$ cat src/rtl/spm_wp_pkg.sv
package spm_wp_pkg;

  localparam int SR_W      = 8;
  localparam int SR_WIP    = 0;
  localparam int SR_WEL    = 1;
  localparam int SR_BP_LO  = 2;
  localparam int SR_BP_HI  = 3;
  localparam int SR_LOCK   = 7;

  // Bits a status-register write must leave at zero.
  localparam logic [SR_W-1:0] SR_RSVD_MASK = 8'b0111_0011;

  typedef enum logic [1:0] {
    BP_NONE    = 2'b00,
    BP_QUARTER = 2'b01,
    BP_HALF    = 2'b10,
    BP_ALL     = 2'b11
  } bp_t;

  typedef struct packed {
    logic lock_en;
    bp_t  bp;
  } sr_nv_t;

  function automatic logic [SR_W-1:0] pack_status(input sr_nv_t nv, input logic wel,
                                                  input logic wip);
    logic [SR_W-1:0] s;
    s           = '0;
    s[SR_LOCK]  = nv.lock_en;
    s[SR_BP_HI] = nv.bp[1];
    s[SR_BP_LO] = nv.bp[0];
    s[SR_WEL]   = wel;
    s[SR_WIP]   = wip;
    return s;
  endfunction

endpackage

$ cat src/rtl/spm_wp_region.sv
module spm_wp_region
  import spm_wp_pkg::*;
#(
  parameter int ADDR_W = 14
) (
  input  bp_t               bp,
  input  logic [ADDR_W-1:0] addr,
  output logic              in_region
);

  localparam logic [ADDR_W-1:0] QUARTER_BASE = ADDR_W'(3) << (ADDR_W - 2);
  localparam logic [ADDR_W-1:0] HALF_BASE    = ADDR_W'(1) << (ADDR_W - 1);

  logic above_quarter;
  logic above_half;

  always_comb begin
    above_quarter = (addr >= QUARTER_BASE);
    above_half    = (addr >= HALF_BASE);
    unique case (bp)
      BP_NONE:    in_region = 1'b0;
      BP_QUARTER: in_region = above_quarter;
      BP_HALF:    in_region = above_half;
      BP_ALL:     in_region = 1'b1;
      default:    in_region = 1'b1;
    endcase
  end

endmodule

$ cat src/rtl/spm_wp_arbiter.sv
module spm_wp_arbiter
  import spm_wp_pkg::*;
(
  input  logic            clk,
  input  logic            rst_n,
  input  logic            wp_pin,
  input  logic            lock_en,
  input  logic            wel,
  input  logic            busy,
  input  logic            sr_req,
  input  logic [SR_W-1:0] sr_data,
  input  logic            arr_req,
  input  logic            addr_in_region,
  output logic            start_sr,
  output logic            start_arr,
  output logic            sr_grant,
  output logic            arr_grant
);

  logic hw_lock;
  logic data_clean;
  logic may_start;
  logic sr_grant_d;
  logic arr_grant_d;
  logic sr_grant_q;
  logic arr_grant_q;

  always_comb begin
    hw_lock     = ~wp_pin & lock_en;
    data_clean  = ((sr_data & SR_RSVD_MASK) == '0);
    may_start   = wel & ~busy;
    start_sr    = sr_req & may_start & ~hw_lock & data_clean;
    // A status-register request claims the cycle even when it is refused.
    start_arr   = arr_req & ~sr_req & may_start & ~addr_in_region;
    sr_grant_d  = start_sr;
    arr_grant_d = start_arr;
  end

  always_ff @(posedge clk or negedge rst_n) begin
    if (!rst_n) begin
      sr_grant_q  <= 1'b0;
      arr_grant_q <= 1'b0;
    end else begin
      sr_grant_q  <= sr_grant_d;
      arr_grant_q <= arr_grant_d;
    end
  end

  assign sr_grant  = sr_grant_q;
  assign arr_grant = arr_grant_q;

  p_sr_grant_unlocked_r2: assert property (@(posedge clk) disable iff (!rst_n)
    sr_grant_q |-> ($past(wp_pin) || !$past(lock_en)));

  p_sr_grant_wel_r4: assert property (@(posedge clk) disable iff (!rst_n)
    (sr_grant_q || arr_grant_q) |-> $past(wel));

  p_sr_grant_rsvd_r6: assert property (@(posedge clk) disable iff (!rst_n)
    sr_grant_q |-> (($past(sr_data) & SR_RSVD_MASK) == '0));

  p_arr_grant_region_r5: assert property (@(posedge clk) disable iff (!rst_n)
    arr_grant_q |-> !$past(addr_in_region));

  p_grant_idle_r8: assert property (@(posedge clk) disable iff (!rst_n)
    (sr_grant_q || arr_grant_q) |-> !$past(busy));

  p_one_grant_r11: assert property (@(posedge clk) disable iff (!rst_n)
    !(sr_grant_q && arr_grant_q));

endmodule

$ cat src/rtl/spm_wp_timer.sv
module spm_wp_timer #(
  parameter int WRITE_CYCLES = 4
) (
  input  logic clk,
  input  logic rst_n,
  input  logic start,
  output logic busy,
  output logic done
);

  localparam int CNT_W = $clog2(WRITE_CYCLES + 1);
  localparam logic [CNT_W-1:0] CNT_LOAD = CNT_W'(WRITE_CYCLES);
  localparam logic [CNT_W-1:0] CNT_ONE  = CNT_W'(1);

  logic [CNT_W-1:0] cnt_q;
  logic [CNT_W-1:0] cnt_d;
  logic             cnt_en;

  always_comb begin
    busy   = (cnt_q != '0);
    done   = (cnt_q == CNT_ONE);
    cnt_en = start | busy;
    cnt_d  = cnt_q;
    if (start) begin
      cnt_d = CNT_LOAD;
    end else if (busy) begin
      cnt_d = cnt_q - CNT_ONE;
    end
  end

  always_ff @(posedge clk or negedge rst_n) begin
    if (!rst_n) begin
      cnt_q <= '0;
    end else if (cnt_en) begin
      cnt_q <= cnt_d;
    end
  end

  p_start_when_idle_r8: assert property (@(posedge clk) disable iff (!rst_n)
    start |-> !busy);

endmodule

$ cat src/rtl/spm_wp_status.sv
module spm_wp_status
  import spm_wp_pkg::*;
(
  input  logic            clk,
  input  logic            rst_n,
  input  logic            wel_set,
  input  logic            busy,
  input  logic            start_sr,
  input  logic [SR_W-1:0] sr_data,
  input  logic            done,
  output sr_nv_t          nv,
  output logic            wel
);

  sr_nv_t nv_q;
  sr_nv_t nv_d;
  logic   nv_en;
  sr_nv_t pend_q;
  sr_nv_t pend_d;
  logic   pend_vld_q;
  logic   pend_vld_d;
  logic   pend_en;
  logic   wel_q;
  logic   wel_d;
  logic   wel_en;

  always_comb begin
    pend_en        = start_sr | done;
    pend_d.lock_en = sr_data[SR_LOCK];
    pend_d.bp      = bp_t'(sr_data[SR_BP_HI:SR_BP_LO]);
    pend_vld_d     = start_sr;

    nv_en = done & pend_vld_q;
    nv_d  = pend_q;

    // Completion clears; a strobe is honoured only while idle.
    wel_en = done | (wel_set & ~busy);
    wel_d  = ~done;
  end

  always_ff @(posedge clk or negedge rst_n) begin
    if (!rst_n) begin
      pend_q     <= '0;
      pend_vld_q <= 1'b0;
    end else if (pend_en) begin
      if (start_sr) begin
        pend_q <= pend_d;
      end
      pend_vld_q <= pend_vld_d;
    end
  end

  always_ff @(posedge clk or negedge rst_n) begin
    if (!rst_n) begin
      nv_q <= '0;
    end else if (nv_en) begin
      nv_q <= nv_d;
    end
  end

  always_ff @(posedge clk or negedge rst_n) begin
    if (!rst_n) begin
      wel_q <= 1'b0;
    end else if (wel_en) begin
      wel_q <= wel_d;
    end
  end

  assign nv  = nv_q;
  assign wel = wel_q;

  p_wel_clear_done_r10: assert property (@(posedge clk) disable iff (!rst_n)
    done |=> !wel_q);

  p_nv_stable_r9: assert property (@(posedge clk) disable iff (!rst_n)
    !done |=> $stable(nv_q));

  p_wel_set_idle_r12: assert property (@(posedge clk) disable iff (!rst_n)
    (wel_set && !busy) |=> wel_q);

endmodule

$ cat src/rtl/spm_wp_ctrl.sv
module spm_wp_ctrl
  import spm_wp_pkg::*;
#(
  parameter int ADDR_W       = 14,
  parameter int WRITE_CYCLES = 4
) (
  input  logic              clk,
  input  logic              rst_n,
  input  logic              wp_pin,
  input  logic              wel_set,
  input  logic              sr_wr_req,
  input  logic [7:0]        sr_wr_data,
  input  logic              arr_wr_req,
  input  logic [ADDR_W-1:0] arr_wr_addr,
  output logic              sr_wr_grant,
  output logic              arr_wr_grant,
  output logic [7:0]        status_o
);

  logic   rst_meta_q;
  logic   rst_sync_q;
  logic   busy;
  logic   done;
  logic   wel;
  sr_nv_t nv;
  logic   in_region;
  logic   start_sr;
  logic   start_arr;
  logic   start_any;

  always_ff @(posedge clk or negedge rst_n) begin
    if (!rst_n) begin
      rst_meta_q <= 1'b0;
      rst_sync_q <= 1'b0;
    end else begin
      rst_meta_q <= 1'b1;
      rst_sync_q <= rst_meta_q;
    end
  end

  spm_wp_region #(.ADDR_W(ADDR_W)) u_region (
    .bp        (nv.bp),
    .addr      (arr_wr_addr),
    .in_region (in_region)
  );

  spm_wp_arbiter u_arbiter (
    .clk            (clk),
    .rst_n          (rst_sync_q),
    .wp_pin         (wp_pin),
    .lock_en        (nv.lock_en),
    .wel            (wel),
    .busy           (busy),
    .sr_req         (sr_wr_req),
    .sr_data        (sr_wr_data),
    .arr_req        (arr_wr_req),
    .addr_in_region (in_region),
    .start_sr       (start_sr),
    .start_arr      (start_arr),
    .sr_grant       (sr_wr_grant),
    .arr_grant      (arr_wr_grant)
  );

  assign start_any = start_sr | start_arr;

  spm_wp_timer #(.WRITE_CYCLES(WRITE_CYCLES)) u_timer (
    .clk   (clk),
    .rst_n (rst_sync_q),
    .start (start_any),
    .busy  (busy),
    .done  (done)
  );

  spm_wp_status u_status (
    .clk      (clk),
    .rst_n    (rst_sync_q),
    .wel_set  (wel_set),
    .busy     (busy),
    .start_sr (start_sr),
    .sr_data  (sr_wr_data),
    .done     (done),
    .nv       (nv),
    .wel      (wel)
  );

  assign status_o = pack_status(nv, wel, busy);

  p_wip_on_grant_r7: assert property (@(posedge clk) disable iff (!rst_sync_q)
    (sr_wr_grant || arr_wr_grant) |-> status_o[SR_WIP]);

  p_grant_pulse_r7: assert property (@(posedge clk) disable iff (!rst_sync_q)
    (sr_wr_grant || arr_wr_grant) |=> !(sr_wr_grant || arr_wr_grant));

endmodule

$ cat config.mk
export PLATFORM = sky130hd
export DESIGN_NAME = spm_wp_ctrl
export DESIGN_NICKNAME = d
export VERILOG_FILES = /design/src/rtl/spm_wp_pkg.sv /design/src/rtl/spm_wp_region.sv /design/src/rtl/spm_wp_arbiter.sv /design/src/rtl/spm_wp_timer.sv /design/src/rtl/spm_wp_status.sv /design/src/rtl/spm_wp_ctrl.sv
export SDC_FILE = /design/constraint.sdc
export NUM_CORES = 1
export LEC_CHECK = 0
export BUFFER_PORTS_ARGS = -buffer_cell sky130_fd_sc_hd__buf_2
export CAP_MARGIN = 30
export CORE_MARGIN = 4
export CORE_UTILIZATION = 34
export CTS_BUF_LIST = sky130_fd_sc_hd__clkbuf_4 sky130_fd_sc_hd__clkbuf_8 sky130_fd_sc_hd__clkbuf_16
export CTS_CLUSTER_SIZE = 8
export DETAILED_ROUTE_END_ITERATION = 10
export PLACE_DENSITY = 0.73
export SETUP_SLACK_MARGIN = 0.2
export SLEW_MARGIN = 20
export SYNTH_ARGS = -nofsm -noshare
export SYNTH_HDL_FRONTEND = slang
export SYNTH_SLANG_ARGS = --single-unit
$ cat constraint.sdc
create_clock -name clk -period 3.35 [get_ports clk]
set_clock_uncertainty 0.05 [all_clocks]
set_input_delay 0.67 -clock clk [delete_from_list [all_inputs] [get_ports clk]]
set_output_delay 0.67 -clock clk [all_outputs]
set_load 0.01 [all_outputs]
# Word level (Yosys, flattened, before mapping)
# Index checks and enable logic that the tools add are counted.
# word_totals
ff_bits	15
in_bits	28
output_inout_bits	10
wordCells	47
# op_classes
n_addsub	1
magnitude_cmp	2
n_eq_ne	4
muxes	3
n_bitwise	20
reduce_logical	6
# op_table
operator	n
$ge 14x14->1 const B	2
$and 1x1->1	10
$logic_not 8->1	1
$mux 3	2
$not 1->1	6
$eq 2x2->1 const B	2
$or 1x1->1	4
$pmux 1 s4	1
$reduce_and 2->1	2
$eq 3x1->1 const B	1
$reduce_bool 3->1	1
$sub 3x1->3 const B	1
$eq 2x1->1 const B	1
$logic_not 2->1	1
$reduce_bool 2->1	1

# Longest topological paths before layout
# Gate-level depths: netlist of run 1.
# logic_depth
ltp_word	9
mapped_depth	6
ltp_nobuf	6

# Modules after synthesis
# A second synthesis of run 1 with hierarchy kept.
# unflattened
hier_cells	58
area_unflattened_um2	719.4
# by_module_without_submodules
mod	n_inst	cells_per_inst	area_per_inst_um2	seq_area_each_um2
spm_wp_status	1	19	311.5	200.2
spm_wp_timer	1	18	198.9	75.1
spm_wp_ctrl	1	10	101.3	50.0
spm_wp_arbiter	1	8	93.8	50.0
spm_wp_region	1	3	13.8	0.0

# Least setup slack after synthesis of run 1
# No wires, ideal clock.
# synth_path
path_kind	input-to-reg
from	input port sr_wr_data[0]
to	register u_status.pend_q (netlist bit u_status.nv_d[0])
setup_time_ns	0.125
t_arrival_ns	1.829
t_required_ns	3.175
setup_slack_ns	1.346
path_stages	3
path_buffers	0
path_cell_list	or4_4 -> nor4_4 -> mux2_2
# synth_between
elab_chain_len	4
# synth_lines
element	line_no	rtl
start: declaration	spm_wp_ctrl.sv:12	input logic [7:0] sr_wr_data,
$logic_not 8->1 *	spm_wp_arbiter.sv:30	data_clean = ((sr_data & SR_RSVD_MASK) == '0);
$and 1x1->1 *	spm_wp_arbiter.sv:32	start_sr = sr_req & may_start & ~hw_lock & data_clean;
via start_sr	spm_wp_ctrl.sv:27	logic start_sr;
$or 1x1->1	spm_wp_status.sv:28	pend_en = start_sr | done;
$reduce_and 2->1 (no line) *	n/a	
end signal: assignment	spm_wp_status.sv:47	pend_q <= pend_d;
end: declaration	spm_wp_status.sv:18	sr_nv_t pend_q;
# Mark *: on every way through the listed nets, which the timed path passes. The rest lies on a longest branch.
# A chain may end at the register's enable or synchronous reset.

# Worst setup path after layout of run 1
# layout_path
from	register u_timer.cnt_q[0]
to	output port status_o[0]
# layout_between
elab_chain_len	1
# layout_lines
element	line_no	rtl
start: declaration	spm_wp_timer.sv:15	logic [CNT_W-1:0] cnt_q;
start signal: assignment	spm_wp_timer.sv:35	cnt_q <= cnt_d;
$reduce_bool 3->1	spm_wp_timer.sv:20	busy = (cnt_q != '0);
end: declaration	spm_wp_ctrl.sv:17	output logic [7:0] status_o
# No other way between the ends.

==> reports/qor.txt, run 1 <==
=====================================================================================
Area fraction in compound gates after synthesis                                0.0870
Final setup violation count                                                         0
Path type of the worst setup path                                        flop to output port
Flip-flop and latch count after synthesis                                          15
Antenna cell count                                                                  0
Cts-stage hold buffer count                                                         0
Combinational share of power                                                    0.304
Clock transition at path regs                                                 0.09 ns
Adder and majority gate portion of the synthesized area                        0.0512
Max-Slew Margin vs Limit                                                        0.498
CTS tree                                                                          yes
Post-synthesis xor/xnor area fraction                                               0
Proportion of netlist area held by the largest area contributor                 0.512
Clock share of power                                                            0.207
Number of clock buffers inserted by TritonCTS                                       3
Reg2reg end                                                              u_status.nv_d[1]$_DFFE_PN0P_
Syn_area_per_cell                                                          12.0 sq um
Clock sink count                                                                   15
Count of different cell masters after synthesis                                    23
Final estimated routing congestion in global placement                          0.756
Data arrival at the endpoint of the critical path                             1.54 ns
Total Die Area                                                             2960 sq um
Row count                                                                          16
Count of routing violations after the opening detailed-route iteration              2
Length in cells of the worst reg-to-reg path                                        5
Post-Place Worst Slack                                                        1.10 ns
Drt first pass iters                                                                3
Count of pins over their slew limit                                                 0
Post-layout min period                                                        2.26 ns
Root buffer cell                                                         sky130_fd_sc_hd__clkbuf_4
Area growth syn-to-layout                                                       18.3%
Proportion of layout cells with a drive suffix above 1                          0.434
Netlist Area Pre-Place                                                      733 sq um
Pin count of the biggest net entering global routing                               14
# Max-Cap Violations                                                                0
Vert. Die Dim                                                            54.4 microns
Element type at the critical path end                                     output port
Flop2flop setup slack                                                         1.38 ns
Share of total power consumed by net switching                                  0.327
GRT overflow                                                                        0
Combined global-route utilization of all metal layers                          0.0994
Worst reg2reg startpoint                                                 u_timer.cnt_q[0]$_DFFE_PN0P_
Nature of the critical path startpoint                                           flop
Total I/O pin count                                                                38
Average via count per standard cell                                              4.56
Vias in the first global route                                                    494
Endpoints failing hold                                                              0
Cells resized by post-CTS repair                                                    0
Met3 usage in global routing                                                   0.0300
Leakage component of the power                                               0.448 nW
Setup Buffers After CTS                                                             0
Drt drc                                                                             0
Post-route setup TNS                                                             0 ns
Global-route met2 utilization                                                   0.163
Post-Syn Instances                                                                 61
Input/output buffers                                                               22
Number of nets still failing antenna checks after routing                           0
Post-route clock period utilization                                             0.673
Final wirelength                                                         1330 microns
GR peak layer                                                                    met2
Met1 Track Usage GR                                                             0.111
Combinational family with the most area after synthesis                  simple AND/OR/NAND/NOR gates
Largest vdd supply drop                                                      0.320 mV
Result of the run                                                           completed
Share of total power in sequential cells                                        0.490
# H-tree levels                                                                     1
Fraction of the yosys area taken by sequential cells                            0.512
Setup slack after layout                                                      1.09 ns
Effective utilization at floorplan                                              0.366
Clk buf depth                                                                       2
Tightest Hold Check Type                                                 input pin to asynchronous set/reset pin
Tightest Pin Transition                                                      0.735 ns
Std-Cell Core Area                                                         2000 sq um
Dpl hpwl                                                                 1070 microns
Initial antenna violation count                                                     0
Int Power                                                                    0.332 mW
Width of the chip                                                        54.4 microns
Fraction of synthesized area in multiplexers                                    0.108
RSZ-0062 raised after global routing                                            false
Clock latency on the worst-skew pair                                          0.28 ns
Total Power Consumption                                                      0.493 mW
Area contributors post-synth                                             sky130_fd_sc_hd__dfrtp_1, sky130_fd_sc_hd__mux2_2, sky130_fd_sc_hd__buf_4
Net load switching power                                                     0.161 mW
Highest attainable clock frequency                                          0.443 GHz
Wire length per cell                                                     12.1 microns
Critical Path RT                                                              2.63 ns
Total Nets Final                                                                  115
First-pass GRT wire length                                               2080 microns
Vias after detailed routing                                                       502
Critical path peak fanout                                                           4
Post-route worst hold slack                                                  0.100 ns
Simple-gate share of the synthesized area                                       0.150
Worst setup path endpoint                                                 status_o[0]
Critical path startpoint                                                 u_timer.cnt_q[0]$_DFFE_PN0P_
P per Cell Area                                                           569 nW/um^2
Yosys Warn Count                                                                    0
Area leader, netlist                                                     sky130_fd_sc_hd__dfrtp_1
=====================================================================================
[through the flow]
step                      instances   util  area (sq um)
after global routing            110  0.433           867
after global placement          106  0.419           840
after CTS                       110  0.433           867
after floorplan                  63      -           741
after detailed placement        106  0.419           840
final                           110  0.433           867
[placed cells by master, fill, tap and decap left out]
cell type	instances
sky130_fd_sc_hd__nand3b_1	1
sky130_fd_sc_hd__nand2b_1	2
sky130_fd_sc_hd__nor2_1	3
sky130_fd_sc_hd__inv_1	4
sky130_fd_sc_hd__buf_2	22
sky130_fd_sc_hd__a211oi_1	1
sky130_fd_sc_hd__o311ai_0	1
sky130_fd_sc_hd__conb_1	4
sky130_fd_sc_hd__dfrtp_1	15
sky130_fd_sc_hd__a21oi_1	2
sky130_fd_sc_hd__a21o_1	1
sky130_fd_sc_hd__nand2_1	1
sky130_fd_sc_hd__or4_4	1
sky130_fd_sc_hd__or3_2	1
sky130_fd_sc_hd__clkinv_2	1
sky130_fd_sc_hd__nor4bb_1	1
sky130_fd_sc_hd__nor4_4	1
sky130_fd_sc_hd__ha_1	3
sky130_fd_sc_hd__and2_1	1
sky130_fd_sc_hd__o21ai_0	1
sky130_fd_sc_hd__mux2_2	7
sky130_fd_sc_hd__o21bai_1	1
sky130_fd_sc_hd__a2111oi_0	2
sky130_fd_sc_hd__nor2b_1	3
sky130_fd_sc_hd__clkbuf_4	3
[power by group through the flow]
stage	clock (mW)	combinational [mW]	sequential [mW]
global route	0.113	0.174	0.247
global placement	0	0.143	0.243
detailed placement	0	0.154	0.246
CTS	0.107	0.155	0.242
finish	0.102	0.150	0.241
floorplan	0	0.125	0.239
[synthesized netlist by cell type]
master and instances:
sky130_fd_sc_hd__conb_1 2, sky130_fd_sc_hd__o21ai_0 1, sky130_fd_sc_hd__a21o_1 1, sky130_fd_sc_hd__inv_1 4, sky130_fd_sc_hd__nand3b_1 1, sky130_fd_sc_hd__nor4_4 1, sky130_fd_sc_hd__a21oi_1 2, sky130_fd_sc_hd__o311ai_0 1
sky130_fd_sc_hd__nand2b_1 2, sky130_fd_sc_hd__and2_1 1, sky130_fd_sc_hd__o21bai_1 1, sky130_fd_sc_hd__a211oi_1 1, sky130_fd_sc_hd__buf_4 6, sky130_fd_sc_hd__nand2_1 1, sky130_fd_sc_hd__dfrtp_1 15, sky130_fd_sc_hd__mux2_2 7
sky130_fd_sc_hd__a2111oi_0 2, sky130_fd_sc_hd__or3_2 1, sky130_fd_sc_hd__nor2b_1 3, sky130_fd_sc_hd__nor4bb_1 1, sky130_fd_sc_hd__ha_1 3, sky130_fd_sc_hd__or4_4 1, sky130_fd_sc_hd__nor2_1 3
[critical path, stage by stage (launching register included)]
cell,delay [ns]
sky130_fd_sc_hd__dfrtp_1,0.42
sky130_fd_sc_hd__inv_1,0.12
sky130_fd_sc_hd__ha_1,0.22
sky130_fd_sc_hd__nor2b_1,0.23
sky130_fd_sc_hd__inv_1,0.11
sky130_fd_sc_hd__buf_2,0.15
[metal layers]
metal  wire length, microns  part of all wire
met3                    112             0.084
met2                    667              0.50
met4                     23             0.017
met5                      0                 0
met1                    526              0.40
[cell type report]
class                           instances  area (sq um)
Clock buffer                            3          22.5
Clock inverter                          1          5.00
Fill cell                             210          1130
Inverter                                4          15.0
Multi-Input combinational cell         38           305
Sequential cell                        15           375
Tap cell                               27          33.8
Timing Repair Buffer                   22           110
[sequential cells by signal (all words and copies together), names as in the netlist]
register,cells
u_arbiter.arr_grant,1
u_status.nv_d,3
u_status.wel,1
u_status.nv,3
rst_sync_q,1
u_arbiter.sr_grant,1
u_status.pend_vld_q,1
u_timer.cnt_q,3
rst_meta_q,1
[how the worst min path moves through the flow]
stage	from	end	slack [ns]	cells after the start
after floorplan	rst_sync_q$_DFF_PN0_	u_arbiter.arr_grant$_DFF_PN0_	0.11	0
after global placement	rst_sync_q$_DFF_PN0_	u_arbiter.sr_grant$_DFF_PN0_	0.17	0
after detailed placement	rst_sync_q$_DFF_PN0_	u_arbiter.sr_grant$_DFF_PN0_	0.18	0
after CTS	rst_n	rst_meta_q$_DFF_PN0_	0.09	1
after global routing	rst_n	rst_meta_q$_DFF_PN0_	0.08	1
final	rst_n	rst_sync_q$_DFF_PN0_	0.1	1
[cells by family after synthesis]
kind of cell	after synthesis
AND/OR/NAND/NOR	15
flip-flops	15
buffers and inverters	10
AO/OA/AOI/OAI	9
multiplexers	7
adder cells (fa/ha/maj)	3
other	2
Power figures use the tool's default switching activity.
==> run 2: changes to the inputs <==
==> constraint.sdc (replaced) <==
create_clock -name clk -period 2.3 [get_ports clk]
set_clock_uncertainty 0.05 [all_clocks]
set_input_delay 0.46 -clock clk [delete_from_list [all_inputs] [get_ports clk]]
set_output_delay 0.46 -clock clk [all_outputs]
set_load 0.01 [all_outputs]
==> reports/qor.txt, run 2 (synthesized netlist as in run 1, its figures left out) <==
=====================================================================================
Tightest Pin Transition                                                      0.738 ns
Row count                                                                          16
Root buffer cell                                                         sky130_fd_sc_hd__clkbuf_4
Proportion of layout cells with a drive suffix above 1                          0.452
Max-Slew Margin vs Limit                                                        0.495
Count of pins over their slew limit                                                 0
Length in cells of the worst reg-to-reg path                                        5
Post-route worst hold slack                                                  0.163 ns
# H-tree levels                                                                     1
Endpoints failing hold                                                              0
Number of clock buffers inserted by TritonCTS                                       3
Clock transition at path regs                                                 0.09 ns
Nature of the critical path startpoint                                           flop
Post-route cell area                                                        882 sq um
Final estimated routing congestion in global placement                          0.756
Drt drc                                                                             0
P per Cell Area                                                           825 nW/um^2
Vias after detailed routing                                                       510
Final wirelength                                                         1340 microns
Std-Cell Core Area                                                         2000 sq um
Data arrival at the endpoint of the critical path                             1.47 ns
Total Nets Final                                                                  116
Total placed instance area                                                  840 sq um
GRT overflow                                                                        0
Clk buf depth                                                                       2
Post-Route Utilization                                                          0.441
Total Die Area                                                             2960 sq um
RSZ-0062 raised after global routing                                            false
Width of the chip                                                        54.4 microns
Largest vdd supply drop                                                      0.469 mV
Critical path peak fanout                                                           4
Most frequent standard cell in the layout excluding fill and tap cells   sky130_fd_sc_hd__buf_2
First-pass GRT wire length                                               2080 microns
Post-Place Worst Slack                                                       0.262 ns
Clock sink count                                                                   15
Result of the run                                                           completed
Combined area of the multi-input logic cells                                310 sq um
Total Power Consumption                                                      0.728 mW
Highest attainable clock frequency                                          0.506 GHz
Setup Buffers After CTS                                                             0
Initial antenna violation count                                                     0
CTS tree                                                                          yes
Input/output buffers                                                               22
Vias in the first global route                                                    494
Commonest cells after routing, fill and taps aside                       sky130_fd_sc_hd__buf_2, sky130_fd_sc_hd__dfrtp_1, sky130_fd_sc_hd__mux2_2
Final setup violation count                                                         0
Vert. Die Dim                                                            54.4 microns
Area growth syn-to-layout                                                       20.3%
Filler instances                                                                  206
Effective utilization at floorplan                                              0.366
Post-route clock period utilization                                             0.859
# Max-Cap Violations                                                                0
Count of routing violations after the opening detailed-route iteration              8
Filler-free cell count of the finished design                                     111
Element type at the critical path end                                     output port
Antenna cell count                                                                  0
Global-route met2 utilization                                                   0.165
Path type of the worst setup path                                        flop to output port
Dpl hpwl                                                                 1070 microns
Critical Path RT                                                              1.79 ns
Combined global-route utilization of all metal layers                          0.0994
Clock latency on the worst-skew pair                                          0.28 ns
Average via count per standard cell                                              4.59
GR peak layer                                                                    met2
Placed cells                                                                      106
Setup slack after layout                                                     0.324 ns
Met1 Track Usage GR                                                             0.110
Number of nets still failing antenna checks after routing                           0
Pin count of the biggest net entering global routing                               14
Wire length per cell                                                     12.0 microns
Tightest Hold Check Type                                                 flop to asynchronous set/reset pin
Post-route setup TNS                                                             0 ns
Post-layout min period                                                        1.98 ns
Drt first pass iters                                                                4
Leakage component of the power                                               0.451 nW
Met3 usage in global routing                                                   0.0300
Total I/O pin count                                                                38
Sequential cell area                                                        375 sq um
=====================================================================================
## run 2: cell types whose count changed in the layout (fill, tap and decap cells not counted), sizes merged
cell         previous run  this run
dlygate4sd3             0         1
## run 2: timing repair
item	in CTS	in global routing
hold endpoints to repair	2	0
setup endpoints to repair	0	4
gates resized for setup	0	2
hold buffers	1	0
## run 2: final timing paths
kind / from / endpoint / slack, ns
setup reg to reg: u_timer.cnt_q[0]$_DFFE_PN0P_ / u_status.nv_d[1]$_DFFE_PN0P_ / 0.34
hold reg to reg: rst_sync_q$_DFF_PN0_ / u_arbiter.arr_grant$_DFF_PN0_ / 0.16
setup / recovery: u_timer.cnt_q[0]$_DFFE_PN0P_ / status_o[0] / 0.32
min in group clk: rst_meta_q$_DFF_PN0_ / rst_sync_q$_DFF_PN0_ / 0.31
max in group asynchronous: rst_n / rst_meta_q$_DFF_PN0_ / 1.69
hold / removal: rst_sync_q$_DFF_PN0_ / u_arbiter.arr_grant$_DFF_PN0_ / 0.16
## run 2: critical path, cell delays in order, from the launching register on
cell	delay, ns
sky130_fd_sc_hd__dfrtp_1	0.42
sky130_fd_sc_hd__inv_1	0.12
sky130_fd_sc_hd__ha_2	0.22
sky130_fd_sc_hd__nor2b_2	0.19
sky130_fd_sc_hd__inv_1	0.09
sky130_fd_sc_hd__buf_2	0.15
## run 2: final cells by class
| type | count | area share |
|---|---|---|
| clock buffer | 3 | 0.0255 |
| clock inverter | 1 | 0.00567 |
| inverter | 4 | 0.0170 |
| multi-input combinational | 38 | 0.352 |
| sequential | 15 | 0.426 |
| tap | 27 | 0.0383 |
| timing repair buffer | 23 | 0.136 |
## run 2: where the power goes
| group | switching [mW] | internal [mW] |
|---|---|---|
| clock | 0.0837 | 0.0646 |
| combinational | 0.111 | 0.115 |
| sequential | 0.0437 | 0.310 |
## run 2: per-layer routing
metal  vias to the layer above  part of all wire
met2                        19              0.50
met3                         3             0.099
met1                       235              0.39
met4                         0             0.017
li1                        253                 -
met5                         -                 0
==> run 3: changes to the inputs <==
--- a/config.mk
+++ b/config.mk
@@ -5,14 +5,14 @@
 export SDC_FILE = /design/constraint.sdc
 export NUM_CORES = 1
 export LEC_CHECK = 0
+export ABC_AREA = 1
 export BUFFER_PORTS_ARGS = -buffer_cell sky130_fd_sc_hd__buf_2
-export CAP_MARGIN = 30
 export CORE_MARGIN = 4
-export CORE_UTILIZATION = 34
+export CORE_UTILIZATION = 44
 export CTS_BUF_LIST = sky130_fd_sc_hd__clkbuf_4 sky130_fd_sc_hd__clkbuf_8 sky130_fd_sc_hd__clkbuf_16
 export CTS_CLUSTER_SIZE = 8
 export DETAILED_ROUTE_END_ITERATION = 10
-export PLACE_DENSITY = 0.73
+export PLACE_DENSITY = 0.87
 export SETUP_SLACK_MARGIN = 0.2
 export SLEW_MARGIN = 20
 export SYNTH_ARGS = -nofsm -noshare
==> reports/qor.txt, run 3 <==
=====================================================================================
Std-Cell Core Area                                                         1590 sq um
Clock transition at path regs                                                 0.09 ns
Root buffer cell                                                         sky130_fd_sc_hd__clkbuf_4
Count of different cell masters after synthesis                                    16
Final wirelength                                                         1410 microns
Cts-stage hold buffer count                                                         1
Total Nets Final                                                                  153
Final estimated routing congestion in global placement                          0.713
Most instantiated library cell after synthesis                           sky130_fd_sc_hd__nand2_1
Tightest Hold Check Type                                                 flop to asynchronous set/reset pin
Endpoints failing hold                                                              0
Most frequent standard cell in the layout excluding fill and tap cells   sky130_fd_sc_hd__buf_2
Result of the run                                                           completed
Critical path peak fanout                                                           4
RSZ-0062 raised after global routing                                            false
GRT overflow                                                                        0
Pin count of the biggest net entering global routing                               14
Number of nets still failing antenna checks after routing                           0
Data arrival at the endpoint of the critical path                             1.28 ns
Top FF cell, synth                                                       sky130_fd_sc_hd__dfrtp_1
First-pass GRT wire length                                               2400 microns
Crit-path slowest cell                                                   sky130_fd_sc_hd__dfrtp_1
Number of flops mapped to enable cells by yosys                                     0
Nature of the critical path startpoint                                           flop
Area growth syn-to-layout                                                       17.9%
Highest attainable clock frequency                                          0.557 GHz
Most common library cells after synthesis                                sky130_fd_sc_hd__nand2_1, sky130_fd_sc_hd__inv_1, sky130_fd_sc_hd__dfrtp_1
Area leader, netlist                                                     sky130_fd_sc_hd__dfrtp_1
P per Cell Area                                                           883 nW/um^2
Input/output buffers                                                               22
Post-route clock period utilization                                             0.780
Proportion of netlist area held by the largest area contributor                 0.478
Async set or reset register ratio after synthesis                                1.00
Netlist Area Pre-Place                                                      785 sq um
Proportion of layout cells with a drive suffix above 1                          0.273
Total I/O pin count                                                                38
Commonest cells after routing, fill and taps aside                       sky130_fd_sc_hd__buf_2, sky130_fd_sc_hd__nand2_1, sky130_fd_sc_hd__inv_1
Width of the chip                                                        50.2 microns
Cells resized by post-CTS repair                                                    0
Initial antenna violation count                                                     0
Drt first pass iters                                                                4
Flip-flop and latch count after synthesis                                          15
Critical Path RT                                                              1.79 ns
Post-route setup TNS                                                             0 ns
CTS tree                                                                          yes
Antenna cell count                                                                  0
Clock latency on the worst-skew pair                                          0.28 ns
Largest stage delay on the critical path                                      0.39 ns
Post-layout min period                                                        1.79 ns
Count of pins over their slew limit                                                 0
Path type of the worst setup path                                        flop to output port
Average via count per standard cell                                              4.45
Worst path cell trace                                                    inv_1 > ha_1 > nand2_2 > buf_2
Vias in the first global route                                                    653
Area contributors post-synth                                             sky130_fd_sc_hd__dfrtp_1, sky130_fd_sc_hd__nand2_1, sky130_fd_sc_hd__inv_1
Clk buf depth                                                                       2
Fraction of the yosys area taken by sequential cells                            0.478
Effective utilization at floorplan                                              0.492
Combined global-route utilization of all metal layers                           0.126
Dpl hpwl                                                                 1160 microns
Placed cells                                                                      140
Syn_area_per_cell                                                          8.01 sq um
Worst reg2reg startpoint                                                 u_timer.cnt_q[0]$_DFFE_PN0P_
Clock sink count                                                                   15
Final setup violation count                                                         0
Element type at the critical path end                                     output port
Vias after detailed routing                                                       645
Leakage component of the power                                               0.567 nW
Vert. Die Dim                                                            50.2 microns
Filler-free cell count of the finished design                                     145
Number of clock buffers inserted by TritonCTS                                       3
Critical path startpoint                                                 u_timer.cnt_q[0]$_DFFE_PN0P_
Setup Buffers After CTS                                                             0
Drt drc                                                                             0
Yosys Warn Count                                                                    0
Total Die Area                                                             2520 sq um
# H-tree levels                                                                     1
Row count                                                                          14
Largest vdd supply drop                                                      0.440 mV
Count of routing violations after the opening detailed-route iteration             14
Wire length per cell                                                     9.70 microns
# Max-Cap Violations                                                                0
Post-Syn Instances                                                                 98
=====================================================================================
==> run 3: cell types whose count changed in the layout (fill, tap and decap cells not counted), moves of 3 or more <==
| cell | previous run | this run |
|---|---|---|
| sky130_fd_sc_hd__nand2_1 | 1 | 19 |
| sky130_fd_sc_hd__inv_1 | 4 | 17 |
| sky130_fd_sc_hd__nor2_1 | 3 | 13 |
| sky130_fd_sc_hd__mux2_2 | 7 | 0 |
| sky130_fd_sc_hd__nand3_1 | 0 | 6 |
| sky130_fd_sc_hd__a21oi_1 | 2 | 5 |
| sky130_fd_sc_hd__inv_2 | 0 | 3 |
==> run 3: cell families after synthesis <==
| kind of cell | Yosys count | synth area share |
|---|---|---|
| adder cells (fa/ha/maj) | 3 | 0.0479 |
| AO/OA/AOI/OAI | 8 | 0.0510 |
| flip-flops | 15 | 0.478 |
| XOR/XNOR | 1 | 0.0112 |
| buffers and inverters | 26 | 0.153 |
| AND/OR/NAND/NOR | 43 | 0.249 |
| other | 2 | 0.00957 |
==> run 3: layout make-up <==
type,count,area (sq um)
Inverter,20,75.1
Sequential cell,15,375
Multi-Input combinational cell,59,297
Timing Repair Buffer,23,120
Clock inverter,1,5.00
Fill cell,145,669
Clock buffer,3,22.5
Tap cell,24,30.0
==> run 3: stage by stage <==
step / hold slack [ns] / total power, mW / cell area, sq um / setup slack (ns) / util
after floorplan: 0.110 / 0.615 / 792 / 0.876 / -
after global routing: 0.202 / 0.890 / 925 / 0.414 / 0.580
after global placement: 0.165 / 0.655 / 887 / 0.838 / 0.557
after detailed placement: 0.172 / 0.675 / 887 / 0.814 / 0.557
final: 0.154 / 0.817 / 925 / 0.506 / 0.580
after CTS: 0.177 / 0.824 / 925 / 0.493 / 0.580
==> run 3: power breakdown <==
group	internal (mW)	switching, mW
clock	0.0646	0.0832
sequential	0.322	0.0382
combinational	0.121	0.188
==> run 3: worst paths after layout <==
check                      cells after the start                      endpoint  slack [ns]
setup / recovery                               4                   status_o[0]        0.51
hold / removal                                 0  u_timer.cnt_q[2]$_DFFE_PN0P_        0.15
setup reg to reg                               7  u_status.nv_d[2]$_DFFE_PN0P_        0.88
hold reg to reg                                0  u_timer.cnt_q[2]$_DFFE_PN0P_        0.15
max in group asynchronous                      2          rst_sync_q$_DFF_PN0_        1.68
min in group clk                               0          rst_sync_q$_DFF_PN0_        0.31
==> run 3: per-layer routing <==
layer	wire length (microns)	part of all wire	global-route usage
met4	40	0.028	0.0968
met2	707	0.50	0.220
met1	544	0.39	0.123
met3	114	0.081	0.0385
met5	0	0	0
==> run 3: worst max-delay path: cells and delay by family (launching register included) <==
family	cells	cell delay, ns
AND/OR/NAND/NOR	1	0.11
flip-flops	1	0.39
adder cells (fa/ha/maj)	1	0.25
buffers and inverters	2	0.26
